`config.mk`:
```
export PLATFORM = sky130hd
export DESIGN_NAME = lane_bcast_detect
export DESIGN_NICKNAME = d
export VERILOG_FILES = /design/src/rtl/lbd_pkg.sv /design/src/rtl/lbd_word_match.sv /design/src/rtl/lbd_popcount.sv /design/src/rtl/lbd_out_stage.sv /design/src/rtl/lane_bcast_detect.sv
export SDC_FILE = /design/constraint.sdc
export NUM_CORES = 1
export LEC_CHECK = 0
export BUFFER_PORTS_ARGS = -buffer_cell sky130_fd_sc_hd__buf_2
export CORE_MARGIN = 3
export CORE_UTILIZATION = 38
export CTS_CLUSTER_SIZE = 25
export DETAILED_ROUTE_END_ITERATION = 10
export HOLD_SLACK_MARGIN = 0.02
export PLACE_DENSITY = 0.81
export SETUP_SLACK_MARGIN = 0.05
export SKIP_LAST_GASP = 1
export SLEW_MARGIN = 20
export SYNTH_ARGS = -nofsm -noshare
export SYNTH_HDL_FRONTEND = slang
export SYNTH_HIERARCHICAL = 1
export SYNTH_SLANG_ARGS = --single-unit
export TNS_END_PERCENT = 1
```
`constraint.sdc`:
```
create_clock -name clk -period 5.14 [get_ports clk]
set_input_delay 1.285 -clock clk [delete_from_list [all_inputs] [get_ports clk]]
set_output_delay 1.285 -clock clk [all_outputs]
set_load 0.01 [all_outputs]
```
`src/rtl/lbd_pkg.sv`:
```
package lbd_pkg;
  function automatic int unsigned lbd_cnt_w(input int unsigned lanes);
    return $clog2(lanes + 1);
  endfunction
endpackage

```
`src/rtl/lbd_word_match.sv`:
```
module lbd_word_match #(
  parameter int unsigned LANES      = 4,
  parameter int unsigned ADDR_W     = 32,
  parameter int unsigned ALIGN_BITS = 2
) (
  input  logic [LANES-1:0]        mask,
  input  logic [LANES*ADDR_W-1:0] addr,
  output logic [LANES-1:0]        hit
);
  localparam logic [ADDR_W-1:0] KEEP = ~((ADDR_W'(1) << ALIGN_BITS) - ADDR_W'(1));

  logic [ADDR_W-1:0] ref_word;
  assign ref_word = addr[ADDR_W-1:0] & KEEP;

  for (genvar j = 0; j < LANES; j++) begin : g_lane
    if (j == 0) begin : g_ref
      assign hit[j] = mask[j];
    end else begin : g_cmp
      logic [ADDR_W-1:0] word;
      assign word   = addr[j*ADDR_W +: ADDR_W] & KEEP;
      assign hit[j] = mask[j] && (word == ref_word);
    end
  end
endmodule

```
`src/rtl/lbd_popcount.sv`:
```
module lbd_popcount #(
  parameter int unsigned LANES = 4,
  parameter int unsigned CNT_W = 3
) (
  input  logic [LANES-1:0] bits,
  output logic [CNT_W-1:0] cnt
);
  localparam int unsigned LEVELS = $clog2(LANES);
  localparam int unsigned LEAVES = 1 << LEVELS;
  localparam int unsigned NODES  = 2 * LEAVES - 1;

  logic [CNT_W-1:0] node [NODES];

  for (genvar k = 0; k < LEAVES; k++) begin : g_leaf
    if (k < LANES) begin : g_used
      assign node[LEAVES-1+k] = CNT_W'(bits[k]);
    end else begin : g_pad
      assign node[LEAVES-1+k] = '0;
    end
  end

  for (genvar i = 0; i < LEAVES - 1; i++) begin : g_sum
    assign node[i] = node[2*i+1] + node[2*i+2];
  end

  assign cnt = node[0];
endmodule

```
`src/rtl/lbd_out_stage.sv`:
```
module lbd_out_stage #(
  parameter int unsigned W       = 8,
  parameter bit          REG_OUT = 1'b1
) (
  input  logic         clk,
  input  logic         rst_n,
  input  logic         in_valid,
  output logic         in_ready,
  input  logic [W-1:0] in_data,
  output logic         out_valid,
  input  logic         out_ready,
  output logic [W-1:0] out_data
);
  if (REG_OUT) begin : g_reg
    logic         vld_q;
    logic [W-1:0] dat_q;
    assign in_ready = !vld_q || out_ready;
    always_ff @(posedge clk) begin
      if (!rst_n) begin
        vld_q <= 1'b0;
        dat_q <= '0;
      end else if (in_ready) begin
        vld_q <= in_valid;
        if (in_valid) dat_q <= in_data;
      end
    end
    assign out_valid = vld_q;
    assign out_data  = dat_q;
  end else begin : g_pass
    logic unused_clk;
    assign unused_clk = clk ^ rst_n;
    assign in_ready  = out_ready;
    assign out_valid = in_valid;
    assign out_data  = in_data;
  end
endmodule

```
`src/rtl/lane_bcast_detect.sv`:
```
module lane_bcast_detect
  import lbd_pkg::*;
#(
  parameter int unsigned LANES      = 4,
  parameter int unsigned ADDR_W     = 32,
  parameter int unsigned ALIGN_BITS = 2,
  parameter bit          REG_OUT    = 1'b1,
  parameter int unsigned CNT_W      = lbd_cnt_w(LANES)
) (
  input  logic                    clk,
  input  logic                    rst_n,
  input  logic                    dedup_en,
  input  logic                    in_valid,
  output logic                    in_ready,
  input  logic [LANES-1:0]        in_mask,
  input  logic [LANES*ADDR_W-1:0] in_addr,
  output logic                    out_valid,
  input  logic                    out_ready,
  output logic                    out_dup,
  output logic [CNT_W-1:0]        out_count,
  output logic [LANES-1:0]        out_req_en
);
  localparam int unsigned RES_W = 1 + CNT_W + LANES;

  logic [LANES-1:0] hit;
  logic [CNT_W-1:0] n_active, n_hit;
  logic             dup;
  logic [CNT_W-1:0] count;
  logic [LANES-1:0] req_en;
  logic [RES_W-1:0] res_d, res_q;

  lbd_word_match #(.LANES(LANES), .ADDR_W(ADDR_W), .ALIGN_BITS(ALIGN_BITS)) u_match (
    .mask(in_mask), .addr(in_addr), .hit(hit)
  );

  lbd_popcount #(.LANES(LANES), .CNT_W(CNT_W)) u_pc_mask (.bits(in_mask), .cnt(n_active));
  lbd_popcount #(.LANES(LANES), .CNT_W(CNT_W)) u_pc_hit  (.bits(hit),     .cnt(n_hit));

  always_comb begin
    dup    = dedup_en && in_mask[0] && (n_hit == n_active);
    count  = dup ? CNT_W'(1) : n_active;
    req_en = dup ? LANES'(1) : in_mask;
  end

  assign res_d = {dup, count, req_en};

  lbd_out_stage #(.W(RES_W), .REG_OUT(REG_OUT)) u_out (
    .clk(clk), .rst_n(rst_n),
    .in_valid(in_valid), .in_ready(in_ready), .in_data(res_d),
    .out_valid(out_valid), .out_ready(out_ready), .out_data(res_q)
  );

  assign {out_dup, out_count, out_req_en} = res_q;
endmodule

```
==> metrics.md <==
| Metric | Value |
|---|---|
| IO Pins | 147 |
| First-pass GRT wire length | 8130 um |
| Routed Antenna Nets | 0 |
| Largest net degree at the start of global routing | 18 |
| CP max FO | 7 |
| CTS Hold Buffers Added | 0 |
| Die ar. | 5160 um^2 |
| Fin crit period | 4220 ps |
| # setup viols final | 0 |
| Worst Path Required | 5300 ps |
| IO Port Bufs | 138 |
| Initial Utilization | 0.403 |
| Mean Syn Cell Area | 8.45 um^2 |
| Area growth syn-to-layout | 46.2% |
| Max Clk Rate | 0.237 GHz |
| Hold depth | 2 |
| H-tree levels | 1 |
| Detailed Routing Iterations Pass 1 | 4 |
| Number of buffers created by CTS | 3 |
| Clock Latency Late Sink | 230 ps |
| Hpwl dp | 4800 um |
| Total of max-cap violations | 0 |
| Initial antenna violation count | 0 |
| HP Start | u_out/out_data[3] |
| Vias per cell | 4.78 |
| Slew of the pin with the lowest slew margin | 348 ps |
| Clock buffer depth | 2 |
| WL/cell | 13.4 um |
| Post-CTS sizing | 0 |
| CP cell instances | buf_2 -> xnor2_1 -> nand4_1 -> or4_1 -> nor4_1 -> inv_1 -> fa_1 -> inv_1 -> ha_1 -> ha_1 -> xnor2_2 -> and4_1 -> nand2_1 -> mux2i_1 |
| Critical path class | in -> reg |
| Chip Height | 71.9 um |
| Post-Synthesis Cell Area | 1650 um^2 |
| Yosys cell types | 25 |
| Sequential area share after synthesis | 0.109 |
| Switching Fraction | 0.332 |
| Largest stage delay, worst path | 530 ps |
| R2R Setup Slk | 4250 ps |
| Layout cell share with drive strength beyond 1 | 0.447 |
| Fillers | 384 |
| Switch Pwr | 0.000116 W |
| Pwr/cell area | 144 nW/um^2 |
| Worst reg2reg path startpoint | u_out/out_valid |
| Outcome | finished clean |
| Synthesized flop and latch total | 9 |
| Max-slew violation count | 0 |
| HP Class | reg -> reg |
| Cell-internal power | 0.000232 W |
| Cell at the root of the clock tree | clkbuf_8 |
| Worst-path clk slew | 40 ps |
| Slowest-stage cell, CP | or4_1 |
| Maximum vdd drop | 0.0503 mV |
| Remaining DRCs | 0 |
| Levels on crit path | 14 |
| Worst reg2reg path depth | 3 |
| Combinational power share | 0.545 |
| Area of the multi-input gates | 1370 um^2 |
| Placement Cell Area | 2360 um^2 |
| Critical Path AT | 4380 ps |
| Clk pwr share | 0.232 |
| Final period util | 0.820 |
| Nets | 475 |
| # Post-CTS Setup Buffers | 0 |
| CTS tree | built |
| LEAKAGE | 1.11 nW |
| # rows | 23 |
| Slew headroom | 0.766 |
| Startpoint types | input pin |
| Worst Hold Endpoint | u_out/out_data[3] |
| Fin Setup TNS | 0 ps |
| CP Capture Type | register |
| Grt ovf | 0 |
| Vias in the first global route | 1927 |
| Routability Congestion | 0.781 |
| Unrepaired setup endpoints after global routing | false |
| Reg area | 180 um^2 |
| Post-Route WL | 5120 um |
| Reg2reg end | u_out/out_data[7] |
| Die width | 71.9 um |
| GR Util All Layers | 0.200 |
| Syn. warnings | 6 |
| Cells after Synth | 195 |
| Vias | 1822 |
| Clock tree sinks | 9 |
| Design Area, Final | 2410 um^2 |
| Syn_nets | 338 |
| Buf/Inv on CP | 3 |
| Clock Skew | 2.06 ps |
| Core area | 4090 um^2 |
| WHS | 449 ps |
| Final hold vios | 0 |
| Drt initial violations | 69 |
| Top delay family on crit path | simple AND/OR/NAND/NOR gates |
| Number of diodes | 0 |
| Reg power frac | 0.223 |
power groups by stage:
stage / Clock [W] / Sequential, W / Combinational, W
floorplan: 0 / 0.0000814 / 0.000104
global placement: 0 / 0.0000788 / 0.000187
detailed placement: 0 / 0.0000789 / 0.000190
CTS: 0.0000841 / 0.0000777 / 0.000191
global route: 0.0000887 / 0.0000783 / 0.000210
finish: 0.0000808 / 0.0000776 / 0.000190
area by class of cell:
cell class | instances | share of cell area
clock buffer | 4 | 0.0187
inverter | 16 | 0.0249
multi-input combinational | 164 | 0.569
sequential | 9 | 0.0748
tap | 50 | 0.0260
timing repair buffer | 138 | 0.287
layout by cell type (no fill, tap or decap), drive strengths merged:
| cell type | Yosys | routed |
|---|---|---|
| buf | 4 | 138 |
| nand2b | 1 | 1 |
| fa | 2 | 2 |
| dfxtp | 9 | 9 |
| xnor2 | 81 | 81 |
| nor4 | 6 | 6 |
| inv | 16 | 16 |
| a21boi | 1 | 1 |
| mux2i | 8 | 8 |
| clkbuf | 2 | 4 |
| and4 | 1 | 1 |
| xor2 | 12 | 12 |
| nand4 | 21 | 21 |
| or4 | 3 | 3 |
| nand2 | 16 | 16 |
| and2 | 2 | 2 |
| a41o | 1 | 1 |
| ha | 4 | 4 |
| a41oi | 5 | 5 |
worst register-to-register path, cell delays in order (launching register included):
cell	delay (ps)
dfxtp_1	320
nand2b_4	70
and2_4	230
mux2i_1	200
logic make-up (layout without fill, tap and decap cells):
logic type	after synthesis	in the layout	synth area share
multiplexers	8	8	0.0486
adder cells (fa/ha/maj)	6	6	0.0547
AND/OR/NAND/NOR	50	50	0.183
flip-flops	9	9	0.109
buffers and inverters	22	158	0.0592
AO/OA/AOI/OAI	7	7	0.0372
XOR/XNOR	93	93	0.508
metal layers:
layer / global-route usage / routed length, um
met5: 0 / 0
met4: 0.0731 / 98
met3: 0.0365 / 463
met2: 0.389 / 2880
met1: 0.209 / 1680
how the worst max path moves through the flow:
stage	from	endpoint	slack, ps
global placement	in_addr[26]	u_out/out_data[7]	750
detailed placement	in_addr[16]	u_out/out_data[7]	670
floorplan	in_addr[45]	u_out/out_data[7]	1100
global route	in_addr[16]	u_out/out_data[7]	740
finish	in_addr[16]	u_out/out_data[7]	920
CTS	in_addr[16]	u_out/out_data[7]	920
synth_stat cells (all sizes together):
| cell type | n | area share |
|---|---|---|
| xnor2 | 81 | 0.44 |
| nand4 | 21 | 0.080 |
| inv | 16 | 0.036 |
| nand2 | 16 | 0.036 |
| xor2 | 12 | 0.064 |
| dfxtp | 9 | 0.11 |
| mux2i | 8 | 0.049 |
| nor4 | 6 | 0.030 |
| a41oi | 5 | 0.027 |
| buf | 4 | 0.017 |
| ha | 4 | 0.030 |
| or4 | 3 | 0.014 |
| and2 | 2 | 0.0091 |
| clkbuf | 2 | 0.0053 |
| fa | 2 | 0.024 |
| a21boi | 1 | 0.0046 |
| a41o | 1 | 0.0061 |
| and4 | 1 | 0.0053 |
| nand2b | 1 | 0.0084 |
registers in the layout, indices dropped and copies added, names as in the netlist:
| signal | cells |
|---|---|
| u_out/out_valid | 1 |
| u_out/out_data | 8 |
stage by stage:
stage	total power [W]	instances	utilization	worst slack, ps
final	0.000348	381	0.589	925
after global routing	0.000377	381	0.589	744
after CTS	0.000353	381	0.589	916
after detailed placement	0.000269	377	0.578	669
after global placement	0.000266	377	0.578	751
after floorplan	0.000185	195	-	1100
(Power assumes the default switching activity.)
